[config.mk]
export PLATFORM = sky130hd
export DESIGN_NAME = irq_gate_ctrl
export DESIGN_NICKNAME = d
export VERILOG_FILES = /design/src/rtl/irq_pkg.sv /design/src/rtl/irq_src_bank.sv /design/src/rtl/irq_svc_ctrl.sv /design/src/rtl/irq_gate_ctrl.sv
export SDC_FILE = /design/constraint.sdc
export NUM_CORES = 1
export LEC_CHECK = 0
export BUFFER_PORTS_ARGS = -buffer_cell sky130_fd_sc_hd__buf_2
export CORE_ASPECT_RATIO = 0.6
export CORE_MARGIN = 2
export CORE_UTILIZATION = 50
export CTS_BUF_LIST = sky130_fd_sc_hd__clkbuf_4
export DETAILED_ROUTE_END_ITERATION = 12
export PLACE_DENSITY = 0.76
export SYNTH_ARGS = -nofsm -noshare
export SYNTH_HDL_FRONTEND = slang
export SYNTH_SLANG_ARGS = --single-unit
[constraint.sdc]
create_clock -name clk -period 1.6 [get_ports clk]
set_input_delay 0 -clock clk [delete_from_list [all_inputs] [get_ports clk]]
set_output_delay 0 -clock clk [all_outputs]
set_load 0.01 [all_outputs]
[src/rtl/irq_pkg.sv]
// Shared definitions for the gated interrupt controller.
// Assumes reg_sel is a 3-bit code; unused codes write nothing.
package irq_pkg;

    typedef enum logic [2:0] {
        SEL_FLAG  = 3'd0,
        SEL_LOCEN = 3'd1,
        SEL_MODEN = 3'd2,
        SEL_CTRL  = 3'd3,
        SEL_VEC   = 3'd4
    } reg_sel_e;

    localparam int CTRL_GLB_BIT = 0;
    localparam int CTRL_INS_BIT = 1;

endpackage

[src/rtl/irq_src_bank.sv]
// Holds the flags and the local enables of one peripheral module, and
// produces that module's gated pending vector.
// Assumes hw_set bits are single-cycle pulses. Flags are sticky; a
// hardware set always wins over a software clear in the same cycle.
module irq_src_bank #(
    parameter int N_SRC = 8
) (
    input  logic             clk,
    input  logic             rst_n,
    input  logic [N_SRC-1:0] hw_set,
    input  logic             flag_wr,
    input  logic             en_wr,
    input  logic [N_SRC-1:0] wdata,
    input  logic             mod_en,
    output logic [N_SRC-1:0] pend
);

    logic [N_SRC-1:0] flag_q;
    logic [N_SRC-1:0] loc_en_q;

    // Flag register: software write replaces, hardware set ORs on top.
    always_ff @(posedge clk) begin
        if (!rst_n) begin
            flag_q <= '0;
        end else if (flag_wr) begin
            flag_q <= wdata | hw_set;
        end else begin
            flag_q <= flag_q | hw_set;
        end
    end

    // Local enable register: loaded by software only.
    always_ff @(posedge clk) begin
        if (!rst_n) begin
            loc_en_q <= '0;
        end else if (en_wr) begin
            loc_en_q <= wdata;
        end
    end

    // Per-source gating by local and module enable.
    always_comb begin
        pend = flag_q & loc_en_q & {N_SRC{mod_en}};
    end

    AST_HW_SET_STICKS: assert property (@(posedge clk) disable iff (!rst_n)
        (|hw_set) |=> ((flag_q & $past(hw_set)) == $past(hw_set)));
    AST_FLAG_KEEP: assert property (@(posedge clk) disable iff (!rst_n)
        (!flag_wr && (hw_set == '0)) |=> $stable(flag_q));

endmodule

[src/rtl/irq_svc_ctrl.sv]
// Holds the module enables, the global enable, the in-service bit and
// the vector register.
// Assumes vec_taken and irq_return are single-cycle strobes from the CPU.
// CPU strobes take precedence over software writes of the in-service bit.
module irq_svc_ctrl #(
    parameter int N_MOD = 4,
    parameter int VEC_W = 16
) (
    input  logic             clk,
    input  logic             rst_n,
    input  logic             mod_wr,
    input  logic             ctrl_wr,
    input  logic             vec_wr,
    input  logic [VEC_W-1:0] wdata,
    input  logic             vec_taken,
    input  logic             irq_return,
    output logic [N_MOD-1:0] mod_en,
    output logic             glb_en,
    output logic             in_service,
    output logic [VEC_W-1:0] vector
);

    import irq_pkg::*;

    // Module enable word.
    always_ff @(posedge clk) begin
        if (!rst_n) begin
            mod_en <= '0;
        end else if (mod_wr) begin
            mod_en <= wdata[N_MOD-1:0];
        end
    end

    // Global enable from the control word.
    always_ff @(posedge clk) begin
        if (!rst_n) begin
            glb_en <= 1'b0;
        end else if (ctrl_wr) begin
            glb_en <= wdata[CTRL_GLB_BIT];
        end
    end

    // In-service bit: vectoring sets it, return clears it, software last.
    always_ff @(posedge clk) begin
        if (!rst_n) begin
            in_service <= 1'b0;
        end else if (vec_taken) begin
            in_service <= 1'b1;
        end else if (irq_return) begin
            in_service <= 1'b0;
        end else if (ctrl_wr) begin
            in_service <= wdata[CTRL_INS_BIT];
        end
    end

    // Vector register.
    always_ff @(posedge clk) begin
        if (!rst_n) begin
            vector <= '0;
        end else if (vec_wr) begin
            vector <= wdata;
        end
    end

    AST_INS_ON_TAKE: assert property (@(posedge clk) disable iff (!rst_n)
        vec_taken |=> in_service);
    AST_INS_OFF_RET: assert property (@(posedge clk) disable iff (!rst_n)
        (irq_return && !vec_taken) |=> !in_service);
    AST_INS_SW_HOLD: assert property (@(posedge clk) disable iff (!rst_n)
        (!vec_taken && !irq_return && !ctrl_wr) |=> $stable(in_service));
    AST_VEC_KEEP: assert property (@(posedge clk) disable iff (!rst_n)
        !vec_wr |=> $stable(vector));

endmodule

[src/rtl/irq_gate_ctrl.sv]
// Top of the flat-priority gated interrupt controller. It decodes the
// register write port, instantiates one source bank per module, and
// combines the banks' pending bits with the global enable and the
// in-service bit to form the request.
// Assumes VEC_W >= N_SRC, VEC_W >= N_MOD and VEC_W >= 2.
module irq_gate_ctrl #(
    parameter int N_MOD = 4,
    parameter int N_SRC = 8,
    parameter int VEC_W = 16,
    localparam int MOD_W = (N_MOD > 1) ? $clog2(N_MOD) : 1,
    localparam int N_ALL = N_MOD * N_SRC
) (
    input  logic             clk,
    input  logic             rst_n,
    input  logic [N_ALL-1:0] hw_set,
    input  logic             reg_wr,
    input  logic [2:0]       reg_sel,
    input  logic [MOD_W-1:0] reg_mod,
    input  logic [VEC_W-1:0] reg_wdata,
    input  logic             vec_taken,
    input  logic             irq_return,
    output logic             irq_req,
    output logic [VEC_W-1:0] vector,
    output logic             in_service,
    output logic [N_ALL-1:0] pending
);

    import irq_pkg::*;

    reg_sel_e         sel;
    logic [N_MOD-1:0] mod_en;
    logic             glb_en;
    logic             flag_sel;
    logic             len_sel;

    // Decode the register selector.
    always_comb begin
        sel      = reg_sel_e'(reg_sel);
        flag_sel = reg_wr && (sel == SEL_FLAG);
        len_sel  = reg_wr && (sel == SEL_LOCEN);
    end

    irq_svc_ctrl #(
        .N_MOD (N_MOD),
        .VEC_W (VEC_W)
    ) u_svc (
        .clk        (clk),
        .rst_n      (rst_n),
        .mod_wr     (reg_wr && (sel == SEL_MODEN)),
        .ctrl_wr    (reg_wr && (sel == SEL_CTRL)),
        .vec_wr     (reg_wr && (sel == SEL_VEC)),
        .wdata      (reg_wdata),
        .vec_taken  (vec_taken),
        .irq_return (irq_return),
        .mod_en     (mod_en),
        .glb_en     (glb_en),
        .in_service (in_service),
        .vector     (vector)
    );

    for (genvar m = 0; m < N_MOD; m++) begin : g_bank
        irq_src_bank #(
            .N_SRC (N_SRC)
        ) u_bank (
            .clk     (clk),
            .rst_n   (rst_n),
            .hw_set  (hw_set[m*N_SRC +: N_SRC]),
            .flag_wr (flag_sel && (reg_mod == MOD_W'(m))),
            .en_wr   (len_sel && (reg_mod == MOD_W'(m))),
            .wdata   (reg_wdata[N_SRC-1:0]),
            .mod_en  (mod_en[m]),
            .pend    (pending[m*N_SRC +: N_SRC])
        );

        AST_MOD_BLOCK: assert property (@(posedge clk) disable iff (!rst_n)
            !mod_en[m] |-> (pending[m*N_SRC +: N_SRC] == '0));
    end

    // Final request gate: global enable, no handler active, any pending.
    always_comb begin
        irq_req = glb_en && !in_service && (|pending);
    end

    AST_REQ_BLOCKED_IN_SVC: assert property (@(posedge clk) disable iff (!rst_n)
        in_service |-> !irq_req);
    AST_REQ_AFTER_TAKE: assert property (@(posedge clk) disable iff (!rst_n)
        vec_taken |=> !irq_req);

endmodule

**Word-level counts from Yosys, hierarchy flattened**

Cells that the tools add are included.
W data, S select, Z words.

- Equal/unequal tests: 7
- Divide/modulo/power cells: 0
- $add $sub $neg: 0
- Bitwise logic cells: 16
- Mux-type cells: 7
- Reductions and logical operators: 20
- Magnitude comparators: 0
- Multipliers: 0
- Shift-type cells: 0

Operators with widths:

| cell | count |
|---|---|
| $and A8 B8 Y8 | 8 |
| $or A8 B8 Y8 | 8 |
| $mux W8 | 4 |
| $reduce_or A32 Y1 | 1 |
| $logic_and A1 B1 Y1 | 15 |
| $eq A3 B2 Y1 const B | 2 |
| $eq A2 B2 Y1 const B | 2 |
| $eq A3 B1 Y1 const B | 1 |
| $eq A3 B3 Y1 const B | 1 |
| $logic_not A3 Y1 | 1 |
| $mux W1 | 3 |
| $reduce_bool A3 Y1 | 1 |
| $eq A2 B1 Y1 const B | 1 |
| $logic_not A2 Y1 | 1 |
| $logic_not A1 Y1 | 1 |

- Register bits: 86
- Latch bits: 0
- Memories: 0
- Word-level logic and storage cells: 62
- Bits of input ports: 58
- Output and inout bits: 50
- Bits in read-only memories: 0
- Memory bits (writable): 0

**Logic depth before layout (Yosys ltp)**

Gate-level depths: netlist (run 1).

- Word-level depth: 5
- Mapped depth: 6
- Mapped depth without buffers: 4

**Modules after synthesis**

From an unflattened synthesis (run 1), not the netlist that was laid out.

- Cells, all modules: 340
- Area, all modules: 3831.2 um2

By module, submodules not included:

| module | seq. area each (um2) | cells an instance | area an instance (um2) | instances |
|---|---|---|---|---|
| irq_src_bank | 320.3 | 59 | 701.9 | 4 |
| irq_svc_ctrl | 440.4 | 73 | 850.8 | 1 |
| irq_gate_ctrl | 0.0 | 31 | 172.7 | 1 |

**Worst setup path after synthesis (run 1)**

OpenSTA, ideal clock, no wires.

- Kind: reg-to-output
- Start point: reg u_svc.mod_en[2]
- End point: out irq_req
- Required time: 1600 ps
- Arrival time: 1378 ps
- Path buffers: 1
- Setup slack: 222 ps
- Cell stages (with the launch flop): 6
- Cells stage by stage: dfxtp_1 clkbuf_1 and3_1 nor4_1 nand4_1 o311a_1

- Cells in the longest elaborated chain, start to end: 3

RTL lines:

| item | RTL line | source |
|---|---|---|
| from (decl) | irq_svc_ctrl.sv:17 | `output logic [N_MOD-1:0] mod_en,` |
| from (signal assigned) | irq_svc_ctrl.sv:30 | `mod_en <= wdata[N_MOD-1:0];` |
| $and A8 B8 Y8 | irq_src_bank.sv:43 | `pend = flag_q & loc_en_q & {N_SRC{mod_en}};` |
| via pending[16] | irq_gate_ctrl.sv:25 | `output logic [N_ALL-1:0] pending` |
| $reduce_or A32 Y1 | irq_gate_ctrl.sv:81 | `irq_req = glb_en && !in_service && (\|pending);` |
| $logic_and A1 B1 Y1 | irq_gate_ctrl.sv:81 |  |
| to (decl) | irq_gate_ctrl.sv:22 | `output logic irq_req,` |

The timed path passes the listed nets, and every way through them passes these cells.

**Worst setup path in the final report (run 1)**

- Start point: reg g_bank[0].u_bank.loc_en_q[5]
- End point: out irq_req

- Cells in the longest elaborated chain, start to end: 4

RTL lines:

| item | RTL line | source |
|---|---|---|
| from (decl) | irq_src_bank.sv:19 | `logic [N_SRC-1:0] loc_en_q;` |
| from (signal assigned) | irq_src_bank.sv:37 | `loc_en_q <= wdata;` |
| $and A8 B8 Y8 (2 in a row) | irq_src_bank.sv:43 |  |
| $reduce_or A32 Y1 | irq_gate_ctrl.sv:81 |  |
| $logic_and A1 B1 Y1 | irq_gate_ctrl.sv:81 |  |

No other way between the ends.

==> key figures, run 1 <==
Detailed routing
  – Iter 0 DRT Violations: 244
  – Total wire length: 10700 um
  – Via count: 3538
  – Vias per cell: 5.29
  – DRT Pass-1 Iters: 5
  – # DRC: 0
  – Wire length per cell: between 15 and 20 um
  – Post-route ant nets: 0

Yosys
  – Flops & latches, synth: 86
  – Seq/Total Area, Yosys: 44.8%
  – Top cell type's share of synthesized area: 44.8%
  – Count leader, synth: dfxtp_1
  – Yosys warning count: 0
  – Top post-synthesis cells by count: 86 x dfxtp_1, 61 x nand2_1, 39 x a21boi_0, 34 x and3_1, 33 x o21a_1
  – FFs w/ async S/R, synth: 0%
  – EDFF count, synth: 0
  – Synth Net Count: 462
  – Synth cell types: 32
  – Post-Synthesis Cells: just over 400
  – Mean Syn Cell Area: 9.51 um^2
  – Area leader, netlist: dfxtp_1
  – Synth top area cells: dfxtp_1 45%, mux2_2 7.9%, a21boi_0 7.6%
  – Mapped Area: 0.00384 mm^2
  – Top FF cell, synth: dfxtp_1

Global routing
  – Initial antenna violation count: 1
  – Global-route wire length before repair: 16500 um
  – Met1 Use GR: 37.1%
  – Overflow after GRT: 0
  – Met3 usage: about 8.9%
  – Most Crowded Layer GR: met2
  – GR Util All Layers: 26.0%
  – Met2 usage: 38.1%
  – Largest net degree at the start of global routing: 87
  – Vias in the first global route: approximately 3400

Timing
  – Post-route setup slack: -0.258 ns
  – Smallest hold slack: between 0.04 and 0.05 ns
  – Tightest Pin Transition: 0.329 ns
  – Clk_skew: 0 ns
  – Max-slew headroom: 78.1%
  – Period utilisation layout: 116%
  – Sum Neg Setup Slack: -0.258 ns
  – Count of final max-slew check failures: 0
  – Final worst path period need: 1.86 ns
  – Fmax achieved: 538 MHz
  – Hold Fails Final Rpt: 0
  – # setup viols final: 1
  – RSZ-0062 raised after global routing: yes

Clock tree
  – Total CTS buffers: 9
  – Clk sinks: 86
  – Root buffer cell: clkbuf_4
  – Clk_lat worst skew: 0.45 ns
  – Reg clk slew, reported paths: approximately 0.13 ns
  – Clk buf depth: 2
  – H-tree levels: 3
  – CTS tree: done

Power
  – Peak supply drop: 495 uV
  – P_int: 2.95 mW
  – Tot Pwr: 3.94 mW
  – Switching Share: 25.2%
  – PwrDens: 757 mW/mm^2
  – Net Switching: 0.995 mW
  – Clock power frac: roughly 30%
  – LEAKAGE: 2.31 nW
  – Sequential group share of total power: 57.5%
  – Combinational power share: 12.4%

Floorplanning
  – Cell Rows: 24
  – Die height: 71.9 um
  – Die width: 117 um
  – Area of the die: 0.00842 mm^2
  – Core Area: 0.00736 mm^2
  – Initial Util: 52.2%
  – # IOs: 108

Layout
  – Layout Area Growth over Synthesis: 35.6%
  – # nets final: between 600 and 700
  – Layout cells sized above 1: 32.6%
  – Post-layout util: between 70 and 80%
  – Fin cells: 669
  – Antenna diodes: 0
  – Post-route cell area: 0.00521 mm^2

Worst hold path
  – Hold crit path type: in2reg

Placement
  – Placed cell area: 0.00454 mm^2
  – Dpl cells: 602
  – RD Place Congestion: 0.801
  – Pre-CTS setup slack: 0.129 ns
  – Port bufs: 107
  – Hpwl dp: between 7000 and 8000 um

Setup path
  – WP data arrival: 1.86 ns
  – CP max FO: 2
  – Reg2Reg Setup Slack: approximately 0.24 ns
  – Setup CP Type: reg2out
  – CP endpoint kind: output pin
  – CP startpoint kind: flip-flop
  – Data required, critical path: 1.60 ns

Outcome
  – Violated checks: negative setup slack
  – Status: finished with violations

Flow run
  – Max-cap violations: 0
[metal layers]
metal  part of all wire [%]  vias up
li1                       -     1738
met1                     48     1663
met2                     44      127
met3                    6.9        8
met4                   0.42        2
met5                   0.12        -
[worst max-delay path, cell delays in order, from the launching register on]
cell      delay (ns)
dfxtp_2         0.35
a22o_1          0.23
a211oi_2        0.25
nand2_1         0.10
o311a_1         0.35
buf_2           0.14
[worst paths after layout]
| path | start | endpoint | cells after the start |
|---|---|---|---|
| setup / recovery | g_bank[0].u_bank.loc_en_q[5] | irq_req | 5 |
| hold reg to reg | u_svc.vector[11] | u_svc.vector[11] | 2 |
| hold / removal | rst_n | g_bank[2].u_bank.flag_q[1] | 3 |
| setup reg to reg | u_svc.in_service | u_svc.in_service | 4 |
[cell usage in the layout, fill, tap and decap left out, types with 4 or more instances in the layout]
cell type        n
o21a_1          33
dfxtp_1         82
nor2b_1         15
a22o_1          11
nand3_1         24
mux2_1           5
mux2i_1         14
clkinv_2         4
buf_4           18
buf_2          107
and3_1          33
clkbuf_4         9
dlygate4sd3_1   50
a21boi_0        38
nand2_1         61
mux2_2          27
[cells by family (layout without fill, tap and decap cells)]
family	count (synthesis)	in the layout	synth area share (%)
and+or+nand+nor	147	147	20.0
buffers and inverters	32	193	3.68
DFF	86	86	44.8
muxes	46	46	13.0
AOI/OAI and AO/OA	93	93	18.5
[power by group through the flow]
stage          sequential (mW)  clock, mW  combinational (mW)
3_3_place_gp              2.31          0               0.379
3_5_place_dp              2.31          0               0.387
2_1_floorplan             2.31          0               0.223
4_1_cts                   2.27       1.20               0.483
5_1_grt                   2.28       1.31               0.532
6_report                  2.27       1.19               0.489
[flip-flops by register name, indices dropped and copies added (netlist names)]
signal,count
g_bank.u_bank.loc_en_q,32
g_bank.u_bank.flag_q,32
u_svc.mod_en,4
u_svc.vector,16
u_svc.in_service,1
u_svc.glb_en,1
[area by class of cell]
| class | count | area, um^2 |
|---|---|---|
| inverters | 1 | 3.75 |
| multi-input cells | 286 | 2010 |
| flip-flops and latches | 86 | 1730 |
| repair buffers | 177 | 1210 |
| fillers | 569 | 2150 |
| well taps | 104 | 130 |
| clock inverters | 6 | 53.8 |
| clock buffers | 9 | 67.6 |
[timing repair]
item,4_1_cts,5_1_grt
buffers inserted,2,0
pin swaps,7,0
gates resized for setup,13,0
setup endpoints to repair,1,1
endpoints found under the hold margin,86,0
hold buffers,50,0
(Power assumes the default switching activity.)
==> inputs of run 2 (changes only) <==
Settings changed: ABC_AREA set to 1, GPL_TIMING_DRIVEN set to 0, PLACE_DENSITY 0.76 to 0.77.
==> run 2 against run 1 <==
  * The run still ends with negative setup slack left
  * Area after synthesis shrank 5.0%
  * Clock power hardly changed
  * Wire length rose by 12%
  * First-iteration DRC count is 65% higher
  * Flip-flop and latch count did not move
  * Sequential power is essentially flat
  * Register-to-register slack better by 0.02 ns
  * Utilization decreased by 0.26 points
  * Maximum frequency grew 12%
  * Critical path depth grew 2
  * Worst setup slack better by 0.20 ns
  * Critical path type unchanged
==> key figures, run 2 <==
Power
  – Sequential group share of total power: 57.1%
  – Peak supply drop: 730 uV
  – P_int: 2.93 mW
  – Combinational power share: between 10% and 20%
  – Clock power frac: 29.8%
  – PwrDens: 790 mW/mm^2
  – LEAKAGE: 2.80 nW
  – Net Switching: 1.07 mW
  – Switching Share: 26.8%

Layout
  – Fin cells: 795
  – Fillers: 573
  – Layout cells sized above 1: 21.3%
  – Layout Area Growth over Synthesis: 38.7%
  – Commonest non-fill, non-tap cell in the layout: buf_2
  – Antenna diodes: 0
  – Sequential cell area: 0.00174 mm^2
  – Area of the multi-input gates: 0.00147 mm^2
  – Post-layout util: a little over two thirds
  – Most frequent cells in the layout: 111 x buf_2, 96 x inv_1, 82 x dfxtp_1, 74 x o21ai_0, 63 x dlygate4sd3_1
  – Regs by FF count: g_bank.u_bank.flag_q (32), g_bank.u_bank.loc_en_q (32), u_svc.vector (16)
  – # nets final: 757

Flow run
  – Max-cap violations: 0

Setup path
  – Most used cell, CP: nand2_1
  – RR Startpoint: u_svc.in_service
  – CP max FO: 9
  – Data required, critical path: around 1.6 ns
  – WP data arrival: 1.65 ns
  – End of the critical path: irq_req
  – CP endpoint kind: output pin
  – Highest-delay cell along the critical path: dfxtp_4
  – Reg2Reg Setup Slack: 0.26 ns
  – R2r worst-path depth: 5
  – Crit path launch: u_svc.mod_en[1]
  – R2R Path End: u_svc.in_service
  – Critical Path Max Stage Delay: 0.41 ns
  – Crit-path cells: nand3_1 > nand2_1 > nor2_1 > nand2_1 > nor2_2 > a21oi_1 > buf_2
  – Setup CP Type: reg2out
  – CP startpoint kind: flip-flop

Global routing
  – GR Util All Layers: 30.1%
  – Largest net degree at the start of global routing: 14
  – Vias in the first global route: around 3800
  – Overflow after GRT: 0
  – Global-route wire length before repair: around 18000 um
  – Initial antenna violation count: 0

Clock tree
  – Total CTS buffers: 9
  – Root buffer cell: clkbuf_4
  – Clk sinks: 86
  – H-tree levels: 3
  – Clk_lat worst skew: 0.45 ns
  – Clk buf depth: 2
  – CTS tree: done
  – Reg clk slew, reported paths: 0.13 ns

Placement
  – RD Place Congestion: 0.821
  – Dpl cells: 720
  – Port bufs: 106
  – Hpwl dp: 7800 um

Floorplanning
  – Initial Util: 50.9%
  – Core Area: 0.00718 mm^2
  – # IOs: around 110
  – Cell Rows: 24
  – Die height: between 70 and 80 um
  – Die width: 114 um
  – Area of the die: 0.00802 mm^2

Detailed routing
  – Via count: between 4000 and 5000
  – Wire length per cell: 15.1 um
  – DRT Pass-1 Iters: 5
  – Iter 0 DRT Violations: 403
  – Post-route ant nets: 0
  – # DRC: 0
  – Vias per cell: 5.24
  – Total wire length: 12000 um

Yosys
  – Flops & latches, synth: 86
  – Count leader, synth: inv_1
  – Synth Net Count: between 500 and 600
  – Top FF cell, synth: dfxtp_1
  – Synth top area cells: dfxtp_1 47%, o21ai_0 10%, inv_1 9.9%
  – Yosys warning count: 0
  – Area leader, netlist: dfxtp_1
  – Post-Synthesis Cells: 523
  – FFs w/ async S/R, synth: 0%
  – Top post-synthesis cells by count: 96 x inv_1, 86 x dfxtp_1, 74 x o21ai_0, 61 x nor2_1, 56 x nand2_1
  – EDFF count, synth: 0
  – Mapped Area: 0.00365 mm^2
  – Mean Syn Cell Area: 6.98 um^2
  – Top cell type's share of synthesized area: 47.2%
  – Seq/Total Area, Yosys: 47.2%
  – Synth cell types: 17

Timing
  – Final worst path period need: between 1.5 and 2 ns
  – Max-slew headroom: 66.3%
  – Clk_skew: 0 ns
  – Hold Fails Final Rpt: 0
  – Fmax achieved: 605 MHz
  – Period utilisation layout: 103%
  – Sum Neg Setup Slack: -0.0535 ns
  – Post-route setup slack: -0.0535 ns
  – Count of final max-slew check failures: 0
  – RSZ-0062 raised after global routing: yes
  – # setup viols final: 1
  – Tightest Pin Transition: 0.506 ns

Outcome
  – Violated checks: negative setup slack
  – Status: finished with violations

Worst hold path
  – Hold crit path type: in2reg
==> run 2: cell count changes after synthesis, moves of 31 or more <==
cell / change
a21oi_1: +31
o21ai_1: +43
nor2_1: +60
o21a_1: -33
a21boi_0: -38
o21ai_0: +71
inv_1: +95
and3_1: -34
==> run 2: how the worst min path moves through the flow <==
stage                          start                    endpoint  depth (start not counted)
final                     reg_sel[1]             u_svc.mod_en[3]                          4
after floorplan            hw_set[5]  g_bank[0].u_bank.flag_q[5]                          2
after global routing      reg_sel[1]             u_svc.mod_en[2]                          4
after detailed placement  hw_set[16]  g_bank[2].u_bank.flag_q[0]                          3
after CTS                 reg_sel[1]             u_svc.mod_en[1]                          4
after global placement    hw_set[29]  g_bank[3].u_bank.flag_q[5]                          3
==> run 2: what timing repair did <==
action | 4_1_cts | 5_1_grt
endpoints found under the setup margin | 1 | 1
hold buffers | 63 | 0
gates resized for setup | 9 | 3
endpoints found under the hold margin | 86 | 0
gates cloned | 0 | 0
setup buffers | 0 | 0
==> run 2: routing by layer <==
metal	vias up	wire, um	track usage [%]
li1	2011	-	-
met1	1886	5080	40.6
met2	229	5320	46.8
met3	42	1250	7.73
met4	0	320	11.0
met5	-	0	0
==> run 2: final cells by class <==
| cell class | instances | area share, % |
|---|---|---|
| repair buffers | 169 | 22.9 |
| flip-flops and latches | 86 | 34.3 |
| well taps | 91 | 2.25 |
| clock buffers | 9 | 1.33 |
| multi-input cells | 313 | 29.0 |
| plain buffers | 17 | 1.46 |
| clock inverters | 7 | 1.09 |
| inverters | 103 | 7.64 |
==> run 2: power groups by stage <==
stage                     clock (mW)  combinational [mW]  sequential (mW)
after floorplan                    0               0.210             2.32
after global placement             0               0.378             2.32
after detailed placement           0               0.390             2.32
after CTS                       1.19               0.501             2.28
after global routing            1.27               0.571             2.29
final                           1.19               0.523             2.28
==> run 2: cell families (layout without fill, tap and decap cells) <==
logic type	count (synthesis)	count (layout)	synth area share, %
buffers and inverters	124	305	13.0
AND/OR/NAND/NOR	164	164	19.3
flip-flops	86	86	47.2
AO/OA/AOI/OAI	149	149	20.5
==> run 2: worst max-delay path, delay by kind of cell (launching register included) <==
kind	cells	cell delay [ns]
flip-flops	1	0.41
buffers and inverters	1	0.14
AO/OA/AOI/OAI	1	0.09
AND/OR/NAND/NOR	5	0.55
==> run 2: per-stage QoR <==
| step | hold WS, ns | total power, mW | area (um^2) | worst slack, ns |
|---|---|---|---|---|
| after detailed placement | 0.204 | 2.71 | 4290 | 0.215 |
| after floorplan | 0.113 | 2.53 | 3650 | 0.534 |
| after global placement | 0.199 | 2.70 | 4290 | 0.231 |
| after CTS | 0.0147 | 3.97 | 5050 | -0.0162 |
| final | 0.0355 | 4.00 | 5060 | -0.0535 |
| after global routing | 0.0604 | 4.13 | 5060 | -0.101 |
